--- src/rtl/fsr_pkg.sv ---
package fsr_pkg;

    localparam logic [7:0] OP_ERASE = 8'h20;
    localparam logic [7:0] OP_PROG  = 8'h40;
    localparam logic [7:0] OP_SUSP  = 8'hB0;
    localparam logic [7:0] OP_ERES  = 8'hD0;
    localparam logic [7:0] OP_PRES  = 8'hD1;
    localparam logic [7:0] OP_RSTAT = 8'h70;
    localparam logic [7:0] OP_CLR   = 8'h50;
    localparam logic [7:0] OP_QRY   = 8'h98;
    localparam logic [7:0] OP_CFG   = 8'hB8;
    localparam logic [7:0] OP_RARR  = 8'hFF;

    localparam int unsigned SB_READY = 7;
    localparam int unsigned SB_ESUSP = 6;
    localparam int unsigned SB_EERR  = 5;
    localparam int unsigned SB_PSUSP = 2;

    typedef enum logic [2:0] {
        ST_IDLE,
        ST_PROG,
        ST_ERASE,
        ST_ESUSP,
        ST_ESUSP_PROG,
        ST_ESUSP_PSUSP
    } ctl_state_e;

    typedef enum logic [1:0] {
        RM_ARRAY  = 2'd0,
        RM_STATUS = 2'd1,
        RM_QUERY  = 2'd2
    } rd_mode_e;

    typedef struct packed {
        logic erase;
        logic prog;
        logic susp;
        logic eres;
        logic pres;
        logic rstat;
        logic clr;
        logic qry;
        logic cfg;
        logic rarr;
    } cmd_strb_t;

    function automatic cmd_strb_t decode_cmd(input logic [7:0] c);
        cmd_strb_t d;
        d.erase = (c == OP_ERASE);
        d.prog  = (c == OP_PROG);
        d.susp  = (c == OP_SUSP);
        d.eres  = (c == OP_ERES);
        d.pres  = (c == OP_PRES);
        d.rstat = (c == OP_RSTAT);
        d.clr   = (c == OP_CLR);
        d.qry   = (c == OP_QRY);
        d.cfg   = (c == OP_CFG);
        d.rarr  = (c == OP_RARR);
        return d;
    endfunction

    function automatic cmd_strb_t permitted(input ctl_state_e st);
        cmd_strb_t m;
        m = '0;
        m.rstat = 1'b1;
        case (st)
            ST_IDLE: begin
                m.erase = 1'b1; m.prog = 1'b1; m.clr = 1'b1;
                m.qry = 1'b1; m.cfg = 1'b1; m.rarr = 1'b1;
            end
            ST_ERASE: m.susp = 1'b1;
            ST_ESUSP: begin
                m.qry = 1'b1; m.clr = 1'b1; m.cfg = 1'b1;
                m.eres = 1'b1; m.prog = 1'b1;
            end
            ST_ESUSP_PROG: begin
                m.susp = 1'b1; m.eres = 1'b1;
            end
            ST_ESUSP_PSUSP: begin
                m.pres = 1'b1; m.eres = 1'b1; m.qry = 1'b1;
                m.clr = 1'b1; m.cfg = 1'b1;
            end
            default: ;
        endcase
        return m;
    endfunction

    function automatic logic in_erase_pause(input ctl_state_e st);
        return (st == ST_ESUSP) || (st == ST_ESUSP_PROG) || (st == ST_ESUSP_PSUSP);
    endfunction

endpackage

--- src/rtl/fsr_cmd_filter.sv ---
module fsr_cmd_filter
    import fsr_pkg::*;
(
    input  logic       cmd_valid,
    input  logic [7:0] cmd_code,
    input  ctl_state_e st,
    output cmd_strb_t  strb,
    output logic       rejected
);
    cmd_strb_t raw;

    always_comb begin
        raw      = decode_cmd(cmd_code);
        strb     = cmd_valid ? cmd_strb_t'(raw & permitted(st)) : '0;
        rejected = cmd_valid && (strb == '0);
    end
endmodule

--- src/rtl/fsr_op_timer.sv ---
module fsr_op_timer #(
    parameter int unsigned LEN = 16
) (
    input  logic clk,
    input  logic rst,
    input  logic start,
    input  logic run,
    input  logic clear,
    output logic done
);
    localparam int unsigned CW = (LEN < 2) ? 1 : $clog2(LEN);
    localparam logic [CW-1:0] LAST = CW'(LEN - 1);

    logic [CW-1:0] cnt;
    logic          active;

    always_ff @(posedge clk) begin
        if (rst || clear) begin
            cnt    <= '0;
            active <= 1'b0;
        end else if (start) begin
            cnt    <= '0;
            active <= 1'b1;
        end else if (run && active) begin
            if (cnt == LAST) begin
                cnt    <= '0;
                active <= 1'b0;
            end else begin
                cnt <= cnt + 1'b1;
            end
        end
    end

    always_comb done = active && run && (cnt == LAST);


    freeze_chk: assert property (@(posedge clk) disable iff (rst)
        (!run && !start && !clear) |=> $stable(cnt));


    idle_count_chk: assert property (@(posedge clk) disable iff (rst)
        (!active && !start) |=> (cnt == '0));
endmodule

--- src/rtl/fsr_status_out.sv ---
module fsr_status_out
    import fsr_pkg::*;
(
    input  logic       clk,
    input  logic       rst,
    input  ctl_state_e st,
    input  logic       err,
    input  logic       pulse_mode,
    input  logic       op_done,
    output logic [7:0] status,
    output logic       sts
);
    logic done_q;

    always_ff @(posedge clk) begin
        if (rst) done_q <= 1'b0;
        else     done_q <= op_done;
    end

    always_comb begin
        status            = '0;
        status[SB_READY]  = (st == ST_IDLE) || (st == ST_ESUSP) || (st == ST_ESUSP_PSUSP);
        status[SB_ESUSP]  = in_erase_pause(st);
        status[SB_EERR]   = err;
        status[SB_PSUSP]  = (st == ST_ESUSP_PSUSP);
        sts               = pulse_mode ? !done_q : status[SB_READY];
    end


    pulse_low_chk: assert property (@(posedge clk) disable iff (rst)
        (pulse_mode && op_done) |=> !sts);


    pulse_high_chk: assert property (@(posedge clk) disable iff (rst)
        (pulse_mode && !op_done) |=> sts);
endmodule

--- src/rtl/fsr_erase_suspend_ctrl.sv ---
module fsr_erase_suspend_ctrl
    import fsr_pkg::*;
#(
    parameter int unsigned ERASE_CYCLES = 64,
    parameter int unsigned PROG_CYCLES  = 12
) (
    input  logic       clk,
    input  logic       rst,
    input  logic       cmd_valid,
    input  logic [7:0] cmd_code,
    input  logic       cmd_arg,
    input  logic       pen_ok,
    output logic [7:0] status,
    output logic       sts,
    output logic [1:0] rd_mode
);
    ctl_state_e st, st_n;
    rd_mode_e   rm, rm_n;
    logic       pend, pend_n;
    logic       lost, lost_n;
    logic       err, err_n;
    logic       pmode, pmode_n;
    logic       e_start, e_clear, e_done;
    logic       p_start, p_done;
    logic       resume_take;
    logic       rej;
    cmd_strb_t  s;

    fsr_cmd_filter u_filter (
        .cmd_valid (cmd_valid),
        .cmd_code  (cmd_code),
        .st        (st),
        .strb      (s),
        .rejected  (rej)
    );

    fsr_op_timer #(.LEN(ERASE_CYCLES)) u_erase_tmr (
        .clk   (clk),
        .rst   (rst),
        .start (e_start),
        .run   (st == ST_ERASE),
        .clear (e_clear),
        .done  (e_done)
    );

    fsr_op_timer #(.LEN(PROG_CYCLES)) u_prog_tmr (
        .clk   (clk),
        .rst   (rst),
        .start (p_start),
        .run   ((st == ST_PROG) || (st == ST_ESUSP_PROG)),
        .clear (1'b0),
        .done  (p_done)
    );

    fsr_status_out u_status (
        .clk        (clk),
        .rst        (rst),
        .st         (st),
        .err        (err),
        .pulse_mode (pmode),
        .op_done    (e_done || p_done),
        .status     (status),
        .sts        (sts)
    );

    always_comb begin
        st_n        = st;
        rm_n        = rm;
        pend_n      = pend;
        lost_n      = lost;
        err_n       = err;
        pmode_n     = pmode;
        e_start     = 1'b0;
        e_clear     = 1'b0;
        p_start     = 1'b0;
        resume_take = 1'b0;

        if (in_erase_pause(st) && !pen_ok) lost_n = 1'b1;

        case (st)
            ST_IDLE: begin
                if (s.erase) begin
                    st_n    = ST_ERASE;
                    e_start = 1'b1;
                end else if (s.prog) begin
                    st_n    = ST_PROG;
                    p_start = 1'b1;
                end
            end
            ST_PROG: begin
                if (p_done) st_n = ST_IDLE;
            end
            ST_ERASE: begin
                if (e_done) begin
                    st_n = ST_IDLE;
                end else if (s.susp) begin
                    st_n   = ST_ESUSP;
                    lost_n = 1'b0;
                end
            end
            ST_ESUSP: begin
                if (s.prog) begin
                    st_n    = ST_ESUSP_PROG;
                    p_start = 1'b1;
                end else if (s.eres) begin
                    resume_take = 1'b1;
                end
            end
            ST_ESUSP_PROG: begin
                if (p_done) begin
                    if (pend || s.eres) resume_take = 1'b1;
                    else                st_n = ST_ESUSP;
                end else begin
                    if (s.susp) st_n = ST_ESUSP_PSUSP;
                    if (s.eres) pend_n = 1'b1;
                end
            end
            ST_ESUSP_PSUSP: begin
                if (s.pres) st_n = ST_ESUSP_PROG;
                if (s.eres) pend_n = 1'b1;
            end
            default: st_n = ST_IDLE;
        endcase

        if (resume_take) begin
            pend_n = 1'b0;
            if (lost || !pen_ok) begin
                err_n   = 1'b1;
                st_n    = ST_IDLE;
                e_clear = 1'b1;
            end else begin
                st_n = ST_ERASE;
            end
        end

        if (s.erase || s.prog || s.susp || s.eres || s.pres || s.rstat) rm_n = RM_STATUS;
        if (s.qry)  rm_n = RM_QUERY;
        if (s.rarr) rm_n = RM_ARRAY;
        if (s.clr)  err_n = 1'b0;
        if (s.cfg)  pmode_n = cmd_arg;
    end

    always_ff @(posedge clk) begin
        if (rst) begin
            st    <= ST_IDLE;
            rm    <= RM_ARRAY;
            pend  <= 1'b0;
            lost  <= 1'b0;
            err   <= 1'b0;
            pmode <= 1'b0;
        end else begin
            st    <= st_n;
            rm    <= rm_n;
            pend  <= pend_n;
            lost  <= lost_n;
            err   <= err_n;
            pmode <= pmode_n;
        end
    end

    always_comb rd_mode = rm;


    susp_flags_chk: assert property (@(posedge clk) disable iff (rst)
        (st == ST_ERASE && s.susp && !e_done) |=> (status[SB_READY] && status[SB_ESUSP]));


    idle_susp_chk: assert property (@(posedge clk) disable iff (rst)
        (st == ST_IDLE && cmd_valid && cmd_code == OP_SUSP) |=> (st == ST_IDLE && $stable(rm)));


    reject_chk: assert property (@(posedge clk) disable iff (rst)
        (in_erase_pause(st) && rej && !p_done) |=> ($stable(st) && $stable(rm)));


    hold_resume_chk: assert property (@(posedge clk) disable iff (rst)
        ((st == ST_ESUSP_PROG || st == ST_ESUSP_PSUSP) && !p_done) |=> (st != ST_ERASE));


    resume_clear_chk: assert property (@(posedge clk) disable iff (rst)
        (resume_take && !lost && pen_ok) |=> (!status[SB_READY] && !status[SB_ESUSP]));


    pen_err_chk: assert property (@(posedge clk) disable iff (rst)
        (resume_take && (lost || !pen_ok)) |=> (status[SB_EERR] && st == ST_IDLE));


    resume_read_chk: assert property (@(posedge clk) disable iff (rst)
        (s.eres || s.pres) |=> (rm == RM_STATUS));
endmodule

--- config.mk ---
export PLATFORM = sky130hd
export DESIGN_NAME = fsr_erase_suspend_ctrl
export DESIGN_NICKNAME = d
export VERILOG_FILES = /design/src/rtl/fsr_pkg.sv /design/src/rtl/fsr_cmd_filter.sv /design/src/rtl/fsr_op_timer.sv /design/src/rtl/fsr_status_out.sv /design/src/rtl/fsr_erase_suspend_ctrl.sv
export SDC_FILE = /design/constraint.sdc
export NUM_CORES = 1
export LEC_CHECK = 0
export BUFFER_PORTS_ARGS = -buffer_cell sky130_fd_sc_hd__buf_2
export CAP_MARGIN = 25
export CORE_UTILIZATION = 50
export CTS_CLUSTER_SIZE = 20
export DETAILED_ROUTE_END_ITERATION = 6
export GPL_TIMING_DRIVEN = 0
export PLACE_DENSITY = 0.72
export SLEW_MARGIN = 25
export SYNTH_ARGS = -nofsm -noshare
export SYNTH_HDL_FRONTEND = slang
export SYNTH_SLANG_ARGS = --single-unit
--- constraint.sdc ---
create_clock -name clk -period 2.7 [get_ports clk]
set_input_delay 0.27 -clock clk [delete_from_list [all_inputs] [get_ports clk]]
set_output_delay 0.27 -clock clk [all_outputs]
set_load 0.01 [all_outputs]
# Yosys cells after proc, flatten, opt, wreduce, memory -nomap -nowiden
# Index checks and enable logic that the tools add are counted.
# classes
addsub	2
n_eq_ne	25
n_bitwise	1
muxes	50
n_reduce_logical	43
# ops
cell	count
== test 8 bit (second input constant)	6
2-to-1 mux 3 bit	12
2-to-1 mux 1 bit	28
== test 8 x 7 -> 1 bit (second input constant)	3
one-hot mux 3 bit (6 select lines)	1
!= test 4 bit (second input constant)	4
logical OR 1 bit	14
OR reduction 2 bit	7
nonzero test 2 bit	6
bitwise AND 10 bit	1
2-to-1 mux 10 bit	1
OR reduction 3 bit	3
== test 8 x 6 -> 1 bit (second input constant)	1
AND reduction 2 bit	4
AND reduction 7 bit	1
adder 6 x 1 -> 6 bit (second input constant)	1
== test 3 x 2 -> 1 bit (second input constant)	2
== test 3 bit (second input constant)	2
== test 6 bit (second input constant)	1
2-to-1 mux 2 bit	3
2-to-1 mux 6 bit	1
!= test 3 bit (second input constant)	2
one-hot mux 1 bit (2 select lines)	3
logical AND 1 bit	5
other kinds (8)	9
# word_totals
input_bits	13
out_inout_bits	11
word_cells	133
register_bits	22

# Depth between registers and ports, before layout
# logic_depth
depth_word	12
mapped_depth	7
mapped_depth_nobuf	7

# Cells and area by module
# Synthesis repeated with hierarchy kept, for this count alone.
# unflattened
cells_unflattened	221
hier_area_um2	1629.1
# modules_own_cells
module	cells_each	seq_area_each_um2	n_inst	area_each_um2
fsr_erase_suspend_ctrl	83	180.2	1	618.1
fsr_op_timer (u_erase_tmr)	40	140.1	1	324.1
fsr_cmd_filter	53	0.0	1	316.6
fsr_op_timer (u_prog_tmr)	29	100.1	1	250.2
fsr_status_out	16	20.0	1	120.1

# Worst setup path after synthesis
# No wires, ideal clock.
# synth_timing
path_kind	register to register
from	reg u_prog_tmr.cnt[0]
to	reg u_erase_tmr.cnt[3]
path_buffers	0
setup_time_ns	0.126
period_less_slack_ns	1.644
t_required_ns	2.574
path_stages_with_launch	8
slack_ns	1.056
arrival_ns	1.518
path_cell_list	dfxtp_1 -> ha_1 -> nand4b_1 -> or3_4 -> o22ai_4 -> a21oi_2 -> o21ai_2 -> nor3_1
# synth_between
elab_chain_cells	7
# synth_lines
item	line_no	rtl
start, declared	fsr_op_timer.sv:14	logic [CW-1:0] cnt;
start signal, assigned	fsr_op_timer.sv:29	cnt <= cnt + 1'b1;
== test 4 bit	fsr_op_timer.sv:34	always_comb done = active && run && (cnt == LAST);
logical AND 1 bit	fsr_op_timer.sv:34	
2-to-1 mux 1 bit	fsr_erase_suspend_ctrl.sv:110	if (p_done) begin
one-hot mux 1 bit (2 select lines)	fsr_erase_suspend_ctrl.sv:80	case (st)
2-to-1 mux 1 bit	fsr_erase_suspend_ctrl.sv:125	if (resume_take) begin
logical OR 1 bit	fsr_op_timer.sv:18	if (rst || clear) begin
OR reduction 2 bit (no line)	--	
end signal, assigned	fsr_op_timer.sv:29	
end, declared	fsr_op_timer.sv:14	
# No other way between the ends.
# A chain may end at the register's enable or synchronous reset.

# Final worst setup path
# layout_timing
from	reg u_prog_tmr.cnt[0]
to	reg u_erase_tmr.cnt[5]
# The elaborated chain is that of the path after synthesis.

==> results.yml <==
setup_path:
  end_kind: "register"
  rr_worst_depth: 7
  worstPathArrival_ns: 2.18
  start_kind: "register"
  worstPathRequired_ns: 2.91
  reg2reg_to: "u_erase_tmr.cnt[5]"
  reg2reg_from: "u_prog_tmr.cnt[0]"
  r2r_slack_ns: 0.73
  crit_fanout: 6
  criticalPathCategory: "register to register"
power_and_ir_drop:
  powerDensity_nw_per_um2: 421.5
  switching_share_pct: 26.28
  vdd_drop_max_uv: 218.7
  intPower_mw: 0.5331
  combPwrFrac_pct: 18.7
  p_leak_nw: 0.7004
  power.switching_mw: 0.1900
  pwr-share-clk_pct: 35.1
  finalPower_mw: 0.7231
  seq_power_share_pct: 46.2
floorplan:
  num_rows: 19
  die_h_um: 57.10
  core_sq_um: 2805
  initial_core_util_pct: 54.10
  io_pins: 24
  die_area_sq_um: 3260
  fp.dieW_um: 57.10
place:
  dpl_cell_area_sq_um: 1663
  place_congestion: 0.8914
  hpwl_um: 2611
  place_ws_ns: 0.7310
  numPortBuffers: 19
  dp_cells: 235
layout:
  final_util_pct: 61.15
  final_area_sq_um: 1715
  num-nets-final: 224
  antenna_cells: 0
  area_growth_pct: 13.03
  drive_gt1_share_pct: 24.04
  finalNonFillerCells: 239
  fillCellCount: 268
synthesis:
  synth_area_sq_um: 1518
  synth.top_cell.area_share_pct: 29.02
  ys_seq_area_share_pct: 29.02
  synth_top_flop_cell: "dfxtp_1"
  async_reset_ff_share_pct: 0
  synth-edff-count: 0
  netlist_top_cells_area: "dfxtp_1 29%, nor2_1 5.2%, nor3_1 4.0%"
  synthTopCellsByCount: "22 x dfxtp_1, 21 x nor2_1, 12 x nand2_1, 12 x nor3_1"
  syn_inst: 182
  synth_seq_cells: 22
  syn_avg_cell_area_sq_um: 8.339
  synth_cell_types: 55
  yosysTopAreaCell: "dfxtp_1"
  yosys_warnings: 0
  post-synth-top-count-cell: "dfxtp_1"
global_routing:
  antenna_found_initial: 0
  grt_pass1_vias: 1364
  grt_max_degree: 14
  grt_pass1_wl_um: 5934
  gr-usage-met2_pct: 41.51
  grt_busiest_layer: "met2"
  use_met1_pct: 27.29
  track_usage_pct: 22.99
  met3_usage_pct: 3.628
  grt_overflow: 0
routing:
  drc: 2
  wl_per_cell_um: 13.67
  drt_iter0_drc: 32
  via_count: 1381
  routed_wl_um: 3267
  post_drt_via_cell_ratio: 5.778
  drtPass1Iterations: 7
  final_antenna_net_count: 0
clock_tree:
  ctsHoldBuffers: 0
  cts_made_buffers: 3
  cts_tree: "yes"
  clockBufferDepth: 2
  cts_max_level: 1
  cts_resized: 0
  cts.clk_slew.worst_paths_ns: 0.13
  cts.sinks: 22
  root_buffer: "clkbuf_4"
  insertion_delay_ns: 0.31
  cts_setup_buffers: 0
run:
  max-cap-violations: 0
timing:
  finalSetupTns_ns: 0
  rsz0062_at_grt: "no"
  clock_skew_ns: 0.01072
  setup_ws_ns: 0.7297
  hold_ws_ns: 0.1989
  finalSetupViolCount: 0
  period_needed_ns: 1.970
  timing.final.crit_share_pct: 72.97
  drv_slew: 0
  hold_viol_final: 0
  max_freq_mhz: 507.5
hold_path:
  hold_depth: 3
  hp-start: "cmd_arg"
  hold_end: "pmode"
  hold_class: "primary input to register"
status:
  status: "finished, violations left"
  violations: "DRC"
power groups by stage:
stage | clock, mW | sequential (mW) | combinational [mW]
floorplan | 0 | 0.340 | 0.0940
global placement | 0 | 0.341 | 0.131
detailed placement | 0 | 0.341 | 0.134
CTS | 0.258 | 0.334 | 0.134
global route | 0.274 | 0.335 | 0.148
finish | 0.254 | 0.334 | 0.135
worst max-delay path by stage:
stage	start	to	slack, ns
6_report	u_prog_tmr.cnt[0]	u_erase_tmr.cnt[5]	0.73
4_1_cts	u_prog_tmr.cnt[0]	u_erase_tmr.cnt[5]	0.72
3_3_place_gp	u_prog_tmr.cnt[0]	u_erase_tmr.cnt[3]	0.82
5_1_grt	u_prog_tmr.cnt[0]	u_erase_tmr.cnt[3]	0.56
3_5_place_dp	u_prog_tmr.cnt[0]	u_erase_tmr.cnt[5]	0.73
2_1_floorplan	u_prog_tmr.cnt[0]	u_erase_tmr.cnt[3]	1.06
cell type report:
type | count | area [sq um] | area share, %
Tap cell | 31 | 38.79 | 2.261
Multi-Input combinational cell | 150 | 993.5 | 57.91
Timing Repair Buffer | 19 | 95.09 | 5.543
Sequential cell | 22 | 440.4 | 25.67
Clock buffer | 3 | 22.52 | 1.313
Clock inverter | 1 | 30.03 | 1.751
Buffer | 11 | 87.58 | 5.106
Inverter | 2 | 7.507 | 0.4376
metal layers:
| layer | wire, um | vias to the layer above |
|---|---|---|
| met5 | 0 | - |
| li1 | - | 706 |
| met4 | 74 | 0 |
| met3 | 97 | 9 |
| met1 | 1483 | 639 |
| met2 | 1612 | 27 |
cells in the final DEF (no fill, tap or decap), types with 3 or more instances in the layout:
master	count
dfxtp_1	22
nor2_1	21
buf_2	20
nand2_1	12
nor3_1	12
a21oi_1	11
nand3_1	11
buf_4	6
nand2b_1	5
xor2_1	5
o21ai_0	5
nor2b_1	4
and2_1	4
nand4_1	4
xnor2_1	4
mux2i_1	4
conb_1	4
buf_6	3
clkbuf_4	3
logic make-up (layout without fill, tap and decap cells):
group / Yosys count / count (layout) / synth area share (%)
flops: 22 / 22 / 29.02
xor+xnor: 9 / 9 / 5.193
simple gates: 95 / 95 / 36.19
mux: 4 / 4 / 2.638
compound gates: 36 / 36 / 18.80
fa+ha+maj: 2 / 2 / 1.649
other cells: 1 / 4 / 0.2471
buf+inv: 13 / 36 / 6.265
sequential cells by signal, indices dropped and copies added (netlist names):
signal / cells
pend: 1
u_prog_tmr.cnt: 4
u_status.done_q: 1
pmode: 1
st: 3
rd_mode: 2
err: 1
u_prog_tmr.active: 1
u_erase_tmr.cnt: 6
lost: 1
u_erase_tmr.active: 1
critical path, stage by stage, from the launching register on:
cell and delay (ns):
dfxtp_1 0.40, ha_1 0.20, nand4b_1 0.24, or3_4 0.42
o22ai_4 0.25, a21oi_2 0.13, o21ai_2 0.14, nor3_1 0.10
(Power assumes the default switching activity.)
